**src/rtl/ecc4_pkg.sv**
```systemverilog
package ecc4_pkg;
    localparam int VAL_W   = 10;
    localparam int N_VAL   = 8;
    localparam int N_WORD  = 4;
    localparam int CODE_W  = VAL_W * N_VAL;
    localparam int SECT_B  = 512;
    localparam int OFF_TOP = 519;
    localparam int OFF_W   = $clog2(SECT_B);

    typedef enum logic [1:0] {C_IDLE, C_WAIT, C_POLL, C_FIX} cst_t;

    typedef struct packed {
        logic             we;
        logic [OFF_W-1:0] off;
        logic [7:0]       xv;
    } fix_t;

    function automatic logic [CODE_W-1:0] pack_words(input logic [32*N_WORD-1:0] w);
        logic [CODE_W-1:0] r;
        for (int k = 0; k < N_WORD; k++) begin
            r[2*VAL_W*k +: VAL_W]         = w[32*k +: VAL_W];
            r[2*VAL_W*k + VAL_W +: VAL_W] = w[32*k + 16 +: VAL_W];
        end
        return r;
    endfunction

    function automatic fix_t map_err(input logic [VAL_W-1:0] a, input logic [7:0] v);
        fix_t f;
        logic [VAL_W-1:0] d;
        d    = VAL_W'(OFF_TOP) - a;
        f.we = (a >= VAL_W'(OFF_TOP - SECT_B + 1)) && (a <= VAL_W'(OFF_TOP));
        f.off = d[OFF_W-1:0];
        f.xv = v;
        return f;
    endfunction
endpackage

```
**src/rtl/ecc4_packer.sv**
```systemverilog
module ecc4_packer
    import ecc4_pkg::*;
(
    input  logic                    clk,
    input  logic                    rst,
    input  logic                    pack_valid,
    input  logic [32*N_WORD-1:0]    chk_words,
    output logic                    pack_done,
    output logic [CODE_W-1:0]       pack_code
);
    always_ff @(posedge clk) begin
        if (rst) begin
            pack_done <= 1'b0;
            pack_code <= '0;
        end else begin
            pack_done <= pack_valid;
            if (pack_valid) pack_code <= pack_words(chk_words);
        end
    end

    p_pack_latency_r1: assert property (@(posedge clk) disable iff (rst)
        pack_valid |=> pack_done);
    p_pack_quiet_r1: assert property (@(posedge clk) disable iff (rst)
        !pack_valid |=> !pack_done);
endmodule

```
**src/rtl/ecc4_unpacker.sv**
```systemverilog
module ecc4_unpacker
    import ecc4_pkg::*;
(
    input  logic              clk,
    input  logic              rst,
    input  logic              unpack_valid,
    input  logic [CODE_W-1:0] unpack_code,
    output logic              load_valid,
    output logic [VAL_W-1:0]  load_value
);
    localparam int PW = $clog2(N_VAL);

    logic              busy;
    logic [PW-1:0]     ptr;
    logic [CODE_W-1:0] code_q;

    always_ff @(posedge clk) begin
        if (rst) begin
            busy       <= 1'b0;
            ptr        <= '0;
            code_q     <= '0;
            load_valid <= 1'b0;
            load_value <= '0;
        end else begin
            load_valid <= 1'b0;
            if (busy) begin
                load_valid <= 1'b1;
                load_value <= code_q[ptr*VAL_W +: VAL_W];
                if (ptr == '0) busy <= 1'b0;
                else           ptr  <= ptr - 1'b1;
            end else if (unpack_valid) begin
                code_q     <= unpack_code;
                load_valid <= 1'b1;
                load_value <= unpack_code[CODE_W-1 -: VAL_W];
                ptr        <= PW'(N_VAL - 2);
                busy       <= 1'b1;
            end
        end
    end

    p_load_first_r2: assert property (@(posedge clk) disable iff (rst)
        (unpack_valid && !busy) |=> (load_valid && load_value == $past(unpack_code[CODE_W-1 -: VAL_W])));
    p_busy_streams_r2: assert property (@(posedge clk) disable iff (rst)
        busy |=> load_valid);
endmodule

```
**src/rtl/ecc4_corrector.sv**
```systemverilog
module ecc4_corrector
    import ecc4_pkg::*;
#(
    parameter int TMO = 64
) (
    input  logic                 clk,
    input  logic                 rst,
    input  logic                 corr_start,
    input  logic [32*N_WORD-1:0] syndrome,
    input  logic [3:0]           eng_state,
    input  logic [1:0]           eng_errs,
    input  logic [63:0]          err_addr,
    input  logic [63:0]          err_val,
    output fix_t                 fix,
    output logic                 done,
    output logic                 fail,
    output logic [2:0]           count
);
    localparam int TW = $clog2(TMO + 1);
    localparam logic [31:0] SYN_MASK = 32'h03FF_03FF;

    cst_t          st;
    logic [TW-1:0] tcnt;
    logic [2:0]    num, acc, acc_n;
    logic [1:0]    idx;
    logic [31:0]   aw, vw;
    logic [15:0]   ah, vh;
    logic          syn_nz;
    fix_t          m;
    logic          unused_bits;

    always_comb begin
        syn_nz = 1'b0;
        for (int k = 0; k < N_WORD; k++) syn_nz |= |(syndrome[32*k +: 32] & SYN_MASK);
        aw    = idx[1] ? err_addr[63:32] : err_addr[31:0];
        vw    = idx[1] ? err_val[63:32]  : err_val[31:0];
        ah    = idx[0] ? aw[31:16] : aw[15:0];
        vh    = idx[0] ? vw[31:16] : vw[15:0];
        m     = map_err(ah[VAL_W-1:0], vh[7:0]);
        acc_n = acc + {2'b0, m.we};
    end

    assign unused_bits = ^{ah[15:VAL_W], vh[15:8]};

    always_ff @(posedge clk) begin
        if (rst) begin
            st    <= C_IDLE;
            tcnt  <= '0;
            num   <= '0;
            acc   <= '0;
            idx   <= '0;
            fix   <= '0;
            done  <= 1'b0;
            fail  <= 1'b0;
            count <= '0;
        end else begin
            fix.we <= 1'b0;
            done   <= 1'b0;
            case (st)
                C_IDLE: if (corr_start) begin
                    if (!syn_nz) begin
                        done  <= 1'b1;
                        fail  <= 1'b0;
                        count <= '0;
                    end else begin
                        st   <= C_WAIT;
                        tcnt <= '0;
                    end
                end
                C_WAIT: begin
                    if (eng_state >= 4'd4 || tcnt == TW'(TMO - 1)) st <= C_POLL;
                    else tcnt <= tcnt + 1'b1;
                end
                C_POLL: begin
                    case (eng_state)
                        4'd0, 4'd1: begin
                            done  <= 1'b1;
                            fail  <= eng_state[0];
                            count <= '0;
                            st    <= C_IDLE;
                        end
                        4'd2, 4'd3: begin
                            num <= {1'b0, eng_errs} + 3'd1;
                            idx <= '0;
                            acc <= '0;
                            st  <= C_FIX;
                        end
                        default: st <= C_POLL;
                    endcase
                end
                C_FIX: begin
                    fix <= m;
                    if ({1'b0, idx} == num - 3'd1) begin
                        done  <= 1'b1;
                        fail  <= 1'b0;
                        count <= acc_n;
                        st    <= C_IDLE;
                    end else begin
                        idx <= idx + 1'b1;
                        acc <= acc_n;
                    end
                end
                default: st <= C_IDLE;
            endcase
        end
    end

    p_zero_syn_r3: assert property (@(posedge clk) disable iff (rst)
        (st == C_IDLE && corr_start && !syn_nz) |=> (done && count == 3'd0 && !fix.we));
    p_uncorr_r6: assert property (@(posedge clk) disable iff (rst)
        (st == C_POLL && eng_state == 4'd1) |=> (done && fail && !fix.we));
    p_fail_zero_r6: assert property (@(posedge clk) disable iff (rst)
        (done && fail) |-> count == 3'd0);
    p_count_max_r9: assert property (@(posedge clk) disable iff (rst)
        done |-> count <= 3'd4);
    p_busy_hold_r10: assert property (@(posedge clk) disable iff (rst)
        (st == C_POLL && eng_state >= 4'd4) |=> (!done && !fix.we));
    p_wait_bound_r4: assert property (@(posedge clk) disable iff (rst)
        (st == C_WAIT) |-> tcnt < TW'(TMO));
endmodule

```
**src/rtl/ecc4_codec.sv**
```systemverilog
module ecc4_codec
    import ecc4_pkg::*;
#(
    parameter int TMO = 64
) (
    input  logic         clk,
    input  logic         rst,
    input  logic         pack_valid,
    input  logic [127:0] chk_words,
    output logic         pack_done,
    output logic [79:0]  pack_code,
    input  logic         unpack_valid,
    input  logic [79:0]  unpack_code,
    output logic         load_valid,
    output logic [9:0]   load_value,
    input  logic         corr_start,
    input  logic [127:0] syndrome,
    input  logic [3:0]   eng_state,
    input  logic [1:0]   eng_errs,
    input  logic [63:0]  err_addr,
    input  logic [63:0]  err_val,
    output logic         fix_we,
    output logic [8:0]   fix_addr,
    output logic [7:0]   fix_xor,
    output logic         corr_done,
    output logic         corr_fail,
    output logic [2:0]   corr_count
);
    fix_t fx;

    ecc4_packer u_pack (
        .clk(clk), .rst(rst), .pack_valid(pack_valid), .chk_words(chk_words),
        .pack_done(pack_done), .pack_code(pack_code)
    );

    ecc4_unpacker u_unpack (
        .clk(clk), .rst(rst), .unpack_valid(unpack_valid), .unpack_code(unpack_code),
        .load_valid(load_valid), .load_value(load_value)
    );

    ecc4_corrector #(.TMO(TMO)) u_corr (
        .clk(clk), .rst(rst), .corr_start(corr_start), .syndrome(syndrome),
        .eng_state(eng_state), .eng_errs(eng_errs), .err_addr(err_addr), .err_val(err_val),
        .fix(fx), .done(corr_done), .fail(corr_fail), .count(corr_count)
    );

    assign fix_we   = fx.we;
    assign fix_addr = fx.off;
    assign fix_xor  = fx.xv;
endmodule

```
**config.mk**
```make
export PLATFORM = sky130hd
export DESIGN_NAME = ecc4_codec
export DESIGN_NICKNAME = d
export VERILOG_FILES = /design/src/rtl/ecc4_pkg.sv /design/src/rtl/ecc4_packer.sv /design/src/rtl/ecc4_unpacker.sv /design/src/rtl/ecc4_corrector.sv /design/src/rtl/ecc4_codec.sv
export SDC_FILE = /design/constraint.sdc
export NUM_CORES = 1
export LEC_CHECK = 0
export ABC_CLOCK_PERIOD_IN_PS = 3650
export BUFFER_PORTS_ARGS = -buffer_cell sky130_fd_sc_hd__buf_2
export CAP_MARGIN = 0
export CELL_PAD_IN_SITES_DETAIL_PLACEMENT = 0
export CELL_PAD_IN_SITES_GLOBAL_PLACEMENT = 1
export CORE_AREA = 2 2 233 235
export CTS_CLUSTER_SIZE = 14
export DETAILED_ROUTE_END_ITERATION = 7
export DIE_AREA = 0 0 235 237
export HOLD_SLACK_MARGIN = 0.05
export PLACE_DENSITY = 0.56
export SETUP_SLACK_MARGIN = 0.2
export SLEW_MARGIN = 20
export SYNTH_ARGS = -nofsm -noshare
export SYNTH_HDL_FRONTEND = slang
export SYNTH_SLANG_ARGS = --single-unit
```
**constraint.sdc**
```tcl
create_clock -name clk -period 3.65 [get_ports clk]
set_clock_uncertainty 0.1 [all_clocks]
set_input_delay 0.5475 -clock clk [delete_from_list [all_inputs] [get_ports clk]]
set_output_delay 0.5475 -clock clk [all_outputs]
set_load 0.05 [all_outputs]
```
Word-level counts from Yosys, hierarchy flattened --
Cells that the tools add are included.
Word-level totals: memory bits (read-only) 0, bits in writable memories 0, memories 0, output and inout bits 115, latch bits 0, word-level logic and storage cells 120, register bits after elaboration 216
Cells by class: div/mod/pow operators 0, $mul 1, add/sub/neg operators 7, $lt $le $gt $ge 3, shifts and indexed selects 1, eq/ne operators 18, bitwise operators 5, reductions and logical operators 23, muxes and demuxes 44
Operator list (count):
- OR reduction 20 bit | 4
- indexed part select 80 x 8 -> 10 bit | 1
- two-way mux 10 bit | 3
- two-way mux 3 bit | 9
- two-way mux 26 bit | 1
- two-way mux 24 bit | 1
- two-way mux 7 bit | 3
- one-hot mux 7 bit (2 select lines) | 1
- two-way mux 1 bit | 12
- two-way mux 2 bit | 6
- greater-or-equal comparator 10 x 4 -> 1 bit (second input constant) | 1
- <= comparator 10 bit (second input constant) | 1
- != test 2 x 1 -> 1 bit (second input constant) | 5
- != test 2 bit (second input constant) | 5
- one-hot mux 3 bit (3 select lines) | 1
- subtractor 3 x 9 -> 9 bit (first input constant) | 1
- == test 4 x 2 -> 1 bit (second input constant) | 2
- two-way mux 8 bit | 1
- one-hot mux 2 bit (2 select lines) | 2
- one-hot mux 2 bit (4 select lines) | 1
- AND reduction 4 bit | 2
- adder 7 x 1 -> 7 bit (second input constant) | 1
- == test 7 x 6 -> 1 bit (second input constant) | 1
- multiplier 3 x 3 -> 6 bit (second input constant) | 1
- other kinds (24) | 36

Logic depth before layout (Yosys ltp) --
Gate-level depths: netlist (run 1).
depth in word-level cells 7, gate-level depth with buffers 10, mapped depth without buffers 10

Hierarchy --
From an unflattened synthesis (run 1), not the netlist that was laid out.
Second synthesis, totals: cell total of the unflattened synthesis 1013, area total of the unflattened synthesis 9495.4 µm²
Modules (own cells, without submodules):
- ecc4_unpacker | area an instance 4124.0 µm², cells each 482, times used 1, seq. area each 1901.8 µm²
- ecc4_packer | area an instance 2896.5 µm², cells each 260, times used 1, seq. area each 1621.6 µm²
- ecc4_corrector | area an instance 2474.9 µm², cells each 271, times used 1, seq. area each 800.8 µm²

Least setup slack after synthesis (run 1) --
OpenSTA, ideal clock, no wires.
kind input to register, start point input err_addr[36], end point register u_corr.count[2], required time 3.425 ns, path buffers 0, cell stages on the path 9, path slack 0.955 ns, arrival 2.470 ns, cell sequence mux4_1 -> or3_1 -> nor3_4 -> mux2i_1 -> ha_1 -> ha_1 -> xor2_1 -> a32oi_1 -> o21ai_0
RTL lines:
- from (decl) | line ecc4_codec.sv:20 | input logic [63:0] err_addr,
- to (signal assigned) | line ecc4_corrector.sv:96 | count <= acc_n;
- to (decl) | line ecc4_corrector.sv:17 | output logic [2:0] count

==> results of run 1 <==
[synthesized netlist by cell type (all sizes together) (4+ instances only)]
master    n
dfxtp   216
nand2   201
a21oi   110
mux2i    92
nor2     92
clkbuf   59
mux4     38
a211oi   26
nor4     24
nand3    18
nor2b    16
buf      14
inv      13
ha        9
nand4     8
o21ai     8
a31oi     6
nor3      6
nand2b    4
o22ai     4
[metal layers]
layer  vias to the layer above  track usage (%)  routed length [um]
met3                        68             4.16                3200
met1                      4058             15.2               15100
li1                       4324                -                   -
met4                        20             2.80                 869
met2                       334             19.7               16000
met5                         -                0                 117
[per-stage QoR]
step | cell area, um^2 | total power [uW] | utilization (%) | hold slack, ps | setup slack [ps]
6_report | 13100 | 6250 | 24.6 | 126 | 429
5_1_grt | 13100 | 6550 | 24.5 | 107 | 304
3_5_place_dp | 12200 | 3660 | 22.9 | 343 | 416
4_1_cts | 13100 | 6380 | 24.5 | 90.5 | 414
3_3_place_gp | 12200 | 3650 | 22.9 | 340 | 458
2_1_floorplan | 9270 | 3240 | - | 333 | 955
[critical path, cell delays in order (launching register included)]
cell and delay (ps):
dfxtp_1 350, buf_12 200, mux4_1 690, or3_1 430, nor3_4 150, mux2i_1 410, ha_1 220, ha_1 200
xor2_1 100, a32oi_1 130, o21ai_0 100
[layout make-up]
type / instances / area (um^2)
antenna: 4 / 10.0
clock buffer: 43 / 796
clock inverter: 6 / 93.8
fill: 5864 / 40200
inverter: 13 / 48.8
multi-input combinational: 697 / 4620
sequential: 216 / 4320
tap: 696 / 871
timing repair buffer: 448 / 2330
[power breakdown]
part           switching, uW  leakage, uW  internal (uW)  total (uW)
logic                    637      0.00356            374        1010
registers               87.2      0.00177           2490        2580
clock network           1030     0.000435           1630        2660
[flip-flops by register name (all words and copies together) (netlist names), 7 cells and up]
name / flops
u_pack.pack_code: 80
u_unpack.code_q: 80
u_corr.fix: 18
u_unpack.load_value: 10
u_corr.tcnt: 7
[cells by family (layout without fill, tap and decap cells)]
family                   after synthesis  after routing  share of synthesized area (%)
AO/OA/AOI/OAI                        171            171                           10.8
XOR/XNOR                               6              6                          0.567
adder cells (fa/ha/maj)                9              9                           1.22
buffers and inverters                 86            510                           3.62
flip-flops                           216            216                           46.7
multiplexers                         130            130                           19.4
other                                  0              4                              0
AND/OR/NAND/NOR                      381            381                           17.8
[worst min-delay path by stage]
stage | end | slack [ps] | depth (start not counted)
6_report | u_corr.num[0] | 130 | 2
3_3_place_gp | u_unpack.code_q[24] | 340 | 2
2_1_floorplan | u_unpack.code_q[20] | 330 | 2
3_5_place_dp | u_unpack.code_q[24] | 340 | 2
4_1_cts | u_pack.pack_code[14] | 90 | 3
5_1_grt | u_corr.num[0] | 110 | 2
==> impl_metrics.tcl, run 1 <==
set metrics [dict create \
    r2r-end "u_corr.count[2]" \
    grt_first_pass_wirelength_mm 52.6 \
    place_congestion 0.861 \
    grt_pass1_vias 8690 \
    finalMaxSlewViolations 0 \
    die_width_um 235 \
    first_pass_iters 4 \
    drt_wl_total_mm 35.3 \
    io_buffers 437 \
    fmax_mhz 311 \
    synth_top_area_share_pct 46.7 \
    required_ps 3980 \
    rsz0062_at_grt "false" \
    final_nets 1887 \
    power-per-cell-area_nw_per_um2 478 \
    synth_seq_cells 216 \
    io_pins 590 \
    grt_overflow 0 \
    die_y_um 237 \
    layout_min_cycle_time_ps 3220 \
    drt_iter0_drc 377 \
    initial_core_util_pct 17.4 \
    ys.flop_type "dfxtp_1" \
    cts_buffers 27 \
    critPathLaunch "u_corr.idx[1]" \
    worst-slew-pin-transition_ps 1050 \
    syn-instance-count 999 \
    status "completed" \
    setup_viol 0 \
    synthDistinctLibCells 49 \
    yosysSeqAreaShare_pct 46.7 \
    ir_worst_vdd_uv 304 \
    arrival_ps 3550 \
    timing.final.crit_share_pct 88.2 \
    die-area_um2 55700 \
    fin_cells 2123 \
    cts_tree "done" \
    end_kind "flop" \
    antenna_left 0 \
    synth.avg_cell_area_um2 9.27 \
    clk_pin_slew_ps 60 \
    yosys_warnings 0 \
    dp_cells 2070 \
    cellLeakagePower_uw 0.00577 \
    r2r_cells 10 \
    max-cap-violations 0 \
    hold_violations 0 \
    drcViolationCount 0 \
    fp.coreArea_um2 53300 \
    cp_max_fo 21 \
    hpwlAfterDp_mm 26.9 \
    worstSetupPathType "reg2reg" \
    wl_per_cell_um 16.6 \
    hold_path_class "in2reg" \
    final_common_cell "buf_2" \
    yosys-top-cells-area "dfxtp_1 (47%), mux2i_1 (9.9%), nand2_1 (8.1%), mux4_2 (8.0%), a21oi_1 (5.9%)" \
    synth.largest_area_cell "dfxtp_1" \
    root_buffer "clkbuf_16" \
    h-tree-depth 1 \
    hold_buffers 0 \
    antenna_found_initial 12 \
    fin_setup_tns_ps 0 \
    relSlewSlack_pct 29.9 \
    start_kind "flop" \
    clockBufferDepth 3 \
    viasPerCell 4.15 \
    drive_gt1_share_pct 37.0 \
    vias 8804 \
    synthArstFlopShare_pct 0 \
    grt_use_total_pct 12.0 \
    syn_nets 1483 \
    layout_common_cells "buf_2 (435), dfxtp_1 (216), nand2_1 (201)" \
    cp-endpoint "u_corr.count[2]" \
    synth_edf_count 0 \
    cts_resized 0 \
    area.growth.synth_to_final_pct 41.3 \
    rows 85 \
    post_cts_buffers 0 \
    synth_area_um2 9270 \
    grt_start_max_net_pins 117 \
    clock_sinks 216 \
    reg2reg_slack_ps 430 \
    clock_latency_ps 550 \
    r2r_start "u_corr.idx[1]" \
    hold_start "eng_errs[0]" \
]
No activity file was read; power rests on OpenSTA's default activity.
==> run 2: changes to the inputs <==
--- a/config.mk
+++ b/config.mk
@@ -15,7 +15,7 @@
 export DETAILED_ROUTE_END_ITERATION = 7
 export DIE_AREA = 0 0 235 237
 export HOLD_SLACK_MARGIN = 0.05
-export PLACE_DENSITY = 0.56
+export PLACE_DENSITY_LB_ADDON = 0.15
 export SETUP_SLACK_MARGIN = 0.2
 export SLEW_MARGIN = 20
 export SYNTH_ARGS = -nofsm -noshare
==> constraint.sdc (replaced) <==
create_clock -name clk -period 3.65 [get_ports clk]
set_clock_uncertainty 0.1 [all_clocks]
set_input_delay 0.5475 -clock clk [delete_from_list [all_inputs] [get_ports clk]]
set_output_delay 0.5475 -clock clk [all_outputs]
set_load 0.01 [all_outputs]
==> run 2 against run 1 <==
Global-route usage is 0.88 points higher. Final area is 0.32% higher. Via count is 1.2% lower. Clock-buffer cell count is 2 higher. Die area stayed put. Sequential cell count stayed put. Combinational power is 19% lower. Sequential share of layout area is 0.097 points lower. First-iteration DRC count is 8.0% higher. Utilization is 0.080 points higher. Non-clock buffer count is 5 higher. Total power is 1.9% lower. Largest power group unchanged. Highest routed layer unchanged.
==> impl_metrics.tcl, run 2 (same netlist as run 1, synthesis figures left out) <==
set metrics [dict create \
    drcViolationCount 0 \
    die_width_um 235 \
    hold_violations 0 \
    worst-slew-pin-transition_ps 1020 \
    rsz0062_at_grt "false" \
    layout_min_cycle_time_ps 3080 \
    first_pass_iters 6 \
    clock_sinks 216 \
    end_kind "flop" \
    root_buffer "clkbuf_16" \
    cts_tree "done" \
    grt_use_total_pct 12.9 \
    hold_buffers 0 \
    required_ps 3980 \
    setup_viol 0 \
    timing.final.crit_share_pct 84.3 \
    layout_common_cells "buf_2 (435), dfxtp_1 (215), nand2_1 (201)" \
    h-tree-depth 1 \
    io_pins 590 \
    cts_buffers 29 \
    initial_core_util_pct 17.4 \
    hold_path_class "in2reg" \
    power-per-cell-area_nw_per_um2 467 \
    antenna_found_initial 7 \
    grt_first_pass_wirelength_mm 55.6 \
    ir_worst_vdd_uv 289 \
    rows 85 \
    clockBufferDepth 3 \
    final_common_cell "buf_2" \
    place_congestion 0.782 \
    drt_iter0_drc 407 \
    num-fill-cells 5891 \
    cellLeakagePower_uw 0.00581 \
    clk_pin_slew_ps 60 \
    status "completed" \
    vias 8696 \
    io_buffers 437 \
    final_nets 1894 \
    setup_ws_ps 574 \
    worstSetupPathType "reg2reg" \
    hpwlAfterDp_mm 28.3 \
    relSlewSlack_pct 30.8 \
    cp_max_fo 8 \
    finalMaxSlewViolations 0 \
    arrival_ps 3410 \
    dp_worst_setup_slack_ps 383 \
    area.growth.synth_to_final_pct 41.7 \
    fmax_mhz 325 \
    max-cap-violations 0 \
    clock_latency_ps 550 \
    grt_pass1_vias 8709 \
    grt_start_max_net_pins 92 \
    antenna_left 0 \
    fp.coreArea_um2 53300 \
    start_kind "flop" \
    drt_wl_total_mm 37.3 \
    drive_gt1_share_pct 37.4 \
    die-area_um2 55700 \
    top_regs "u_pack.pack_code: 80 flops, u_unpack.code_q: 80 flops, u_corr.fix: 18 flops" \
    die_y_um 237 \
    fin_setup_tns_ps 0 \
    wl_per_cell_um 17.6 \
    viasPerCell 4.09 \
    grt_overflow 0 \
]
[run 2: worst max-delay path, cell delays in order (launching register included)]
cell and delay, ps:
dfxtp_2 500, mux4_1 730, or3_1 440, nor3_4 150
mux2i_1 300, ha_1 210, ha_1 200, xor2_1 100
a32oi_1 140, o21ai_0 90
[run 2: power breakdown]
group	switching, uW	total (uW)	internal [uW]
logic	448	823	375
registers	77.6	2570	2490
clock network	1080	2740	1660
[run 2: layout make-up]
cell class	count	area (um^2)	share of cell area, %
Multi-Input combinational cell	697	4620	35.2
Sequential cell	216	4330	32.9
Timing Repair Buffer	453	2350	17.9
Tap cell	696	871	6.63
Clock buffer	45	856	6.52
Clock inverter	6	57.6	0.438
Inverter	13	48.8	0.372
Antenna cell	1	2.50	0.0191
[run 2: final timing paths]
kind | start | to | slack [ps] | cells past startpoint
hold reg to reg | u_corr.fix[13] | u_corr.fix[13] | 350 | 2
setup / recovery | u_corr.idx[1] | u_corr.count[2] | 570 | 9
hold / removal | eng_errs[0] | u_corr.num[0] | 100 | 2
setup reg to reg | u_corr.idx[1] | u_corr.count[2] | 570 | 9
[run 2: repair_timing]
action                     CTS  global route
hold endpoints to repair     0             0
setup endpoints to repair    0             1
resized for setup            0             1
buffers inserted             0             0
[run 2: per-stage QoR]
| step | std cells | hold WS [ps] | total power [uW] | instance area (um^2) | utilization, % |
|---|---|---|---|---|---|
| final | 2127 | 96.5 | 6130 | 13100 | 24.6 |
| after global routing | 2127 | 85.3 | 6440 | 13100 | 24.6 |
| after CTS | 2126 | 69.4 | 6270 | 13100 | 24.6 |
| after detailed placement | 2075 | 340 | 3460 | 12200 | 22.9 |
| after global placement | 2075 | 339 | 3460 | 12200 | 22.9 |
| after floorplan | 999 | 333 | 3040 | 9270 | - |
[run 2: routing by layer]
layer	global-route usage (%)	routed length, um	vias to the layer above
met5	0	45	-
met4	2.65	717	8
met3	4.13	2840	50
met2	19.6	15800	299
met1	17.8	17900	3990
li1	-	-	4349
==> run 3: changes to the inputs <==
--- a/config.mk
+++ b/config.mk
@@ -5,7 +5,7 @@
 export SDC_FILE = /design/constraint.sdc
 export NUM_CORES = 1
 export LEC_CHECK = 0
-export ABC_CLOCK_PERIOD_IN_PS = 3650
+export ABC_CLOCK_PERIOD_IN_PS = 3190
 export BUFFER_PORTS_ARGS = -buffer_cell sky130_fd_sc_hd__buf_2
 export CAP_MARGIN = 0
 export CELL_PAD_IN_SITES_DETAIL_PLACEMENT = 0
==> constraint.sdc (replaced) <==
create_clock -name clk -period 3.19 [get_ports clk]
set_clock_uncertainty 0.1 [all_clocks]
set_input_delay 0.4785 -clock clk [delete_from_list [all_inputs] [get_ports clk]]
set_output_delay 0.4785 -clock clk [all_outputs]
set_load 0.01 [all_outputs]
==> run 3 against run 2 <==
Hold slack worse by 17 ps. Sequential cell count stayed put. Global-route usage is 0.43 points higher. Fmax is 9.0% higher. Routed wire length is 3.9% higher. Final area is 11% higher. Register-to-register slack worse by 210 ps. Clock-buffer cell count is 6 lower. Critical path depth is 1 higher. Clock power is 12% higher. Largest cell class unchanged. Highest routed layer unchanged.
==> impl_metrics.tcl, run 3 (same netlist as run 1, synthesis figures left out) <==
set metrics [dict create \
    rsz0062_at_grt "false" \
    die-area_um2 55700 \
    worst-slew-pin-transition_ps 787 \
    clk_pin_slew_ps 60 \
    h-tree-depth 1 \
    top_regs "u_pack.pack_code: 80 flops, u_unpack.code_q: 80 flops, u_corr.fix: 18 flops" \
    clockBufferDepth 3 \
    busiest_layer "met2" \
    timing.final.crit_share_pct 88.4 \
    layout_common_cells "buf_2 (435), dfxtp_1 (215), nand2_1 (201)" \
    place_congestion 0.773 \
    hold_path_class "in2reg" \
    grtUsageMet3_pct 3.52 \
    arrival_ps 3160 \
    cp_slowest_stage_delay_ps 550 \
    layout_min_cycle_time_ps 2820 \
    cts_tree "done" \
    hold_violations 0 \
    antenna_found_initial 7 \
    path_buf_inv 1 \
    cts_buffers 27 \
    grt_use_total_pct 13.3 \
    root_buffer "clkbuf_16" \
    wl_per_cell_um 17.1 \
    area.growth.synth_to_final_pct 57.7 \
    required_ps 3530 \
    vias 9304 \
    setup_ws_ps 369 \
    post-route-cell-area_um2 14600 \
    power.total_uw 7110 \
    initial_core_util_pct 17.4 \
    worstPathCellList "buf_12 > mux4_2 > or3_4 > nor3_4 > mux2i_2 > ha_2 > ha_4 > xor2_1 > a32oi_1 > o21ai_0" \
    die_y_um 237 \
    max-cap-violations 0 \
    end_kind "flop" \
    drt_iter0_drc 431 \
    cp_max_fo 7 \
    use_met1_pct 18.5 \
    hpwlAfterDp_mm 28.6 \
    grt_first_pass_wirelength_mm 57.5 \
    relSlewSlack_pct 47.3 \
    drive_gt1_share_pct 35.5 \
    antenna_left 0 \
    fmax_mhz 354 \
    start_kind "flop" \
    viasPerCell 4.10 \
    final_common_cell "buf_2" \
    io_buffers 437 \
    clock_latency_ps 560 \
    status "completed" \
    grt_use_met2_pct 20.8 \
    num-fill-cells 5859 \
    die_width_um 235 \
    ir_worst_vdd_uv 364 \
    grt_pass1_vias 9170 \
    io_pins 590 \
    worstSetupPathType "reg2reg" \
    drcViolationCount 0 \
    fin_util_pct 27.4 \
    finalMaxSlewViolations 0 \
    fp.coreArea_um2 53300 \
    fin_setup_tns_ps 0 \
    drt_wl_total_mm 38.8 \
    cellLeakagePower_uw 0.00643 \
    critical-path-top-delay-family "multiplexers" \
    dpl_cell_area_um2 12300 \
    clock_sinks 216 \
    setup_viol 0 \
    rows 85 \
    first_pass_iters 4 \
    grt_start_max_net_pins 85 \
    cp_slowest_cell "mux4_2" \
    power-per-cell-area_nw_per_um2 487 \
    final_nets 2039 \
    dp_worst_setup_slack_ps 132 \
    grt_overflow 0 \
]
## run 3: cell types whose count changed in the layout (fill, tap and decap cells not counted), moves of 2 or more
cell / delta
buf_12: +3
buf_4: +14
clkbuf_16: -2
clkbuf_8: -3
dlygate4sd3_1: +128
ha_1: -2
mux4_1: -2
mux4_2: +2
## run 3: worst reg2reg max path: stages (launching register included)
cell     delay, ps
dfxtp_4        360
buf_12         130
mux4_2         560
or3_4          400
nor3_4         200
mux2i_2        280
ha_2           230
ha_4           140
xor2_1          60
a32oi_1        130
o21ai_0        100
## run 3: per-layer routing
metal	vias to the layer above	part of all wire, %
met5	-	0.10
met4	6	1.6
met3	47	7.3
met2	308	43
met1	4318	48
li1	4625	-
## run 3: final timing paths
path | start | endpoint | slack (ps) | cells after the start
worst max-delay path | u_corr.idx[1] | u_corr.count[2] | 370 | 10
worst min-delay path | unpack_code[55] | u_unpack.code_q[55] | 80 | 3
worst max register to register | u_corr.idx[1] | u_corr.count[2] | 370 | 10
worst min register to register | u_unpack.code_q[21] | u_unpack.code_q[21] | 350 | 2
## run 3: final cells by class
| class | instances | area, um^2 | share of cell area [%] |
|---|---|---|---|
| multi-input cells | 697 | 4650 | 31.8 |
| flip-flops and latches | 216 | 4330 | 29.6 |
| repair buffers | 600 | 3840 | 26.3 |
| well taps | 696 | 871 | 5.96 |
| clock buffers | 39 | 761 | 5.21 |
| clock inverters | 8 | 111 | 0.762 |
| inverters | 13 | 48.8 | 0.334 |
| diodes | 1 | 2.50 | 0.0171 |
## run 3: report_power, final
group          switching [uW]  leakage (uW)  internal (uW)
Clock                    1270      0.000425           1820
Combinational             548       0.00423            545
Sequential               88.4       0.00177           2850
## run 3: stage by stage
| stage | instances | hold WS (ps) |
|---|---|---|
| 6_report | 2270 | 79.7 |
| 3_5_place_dp | 2083 | 344 |
| 2_1_floorplan | 999 | 333 |
| 4_1_cts | 2259 | 50.5 |
| 3_3_place_gp | 2083 | 339 |
| 5_1_grt | 2270 | 64.4 |
## run 3: repair_timing
action | CTS | global route
endpoints found under the setup margin | 3 | 3
pin swaps | 0 | 4
setup buffers | 0 | 10
resized for setup | 3 | 9
gates cloned | 1 | 0
endpoints found under the hold margin | 128 | 0
hold buffers | 128 | 0
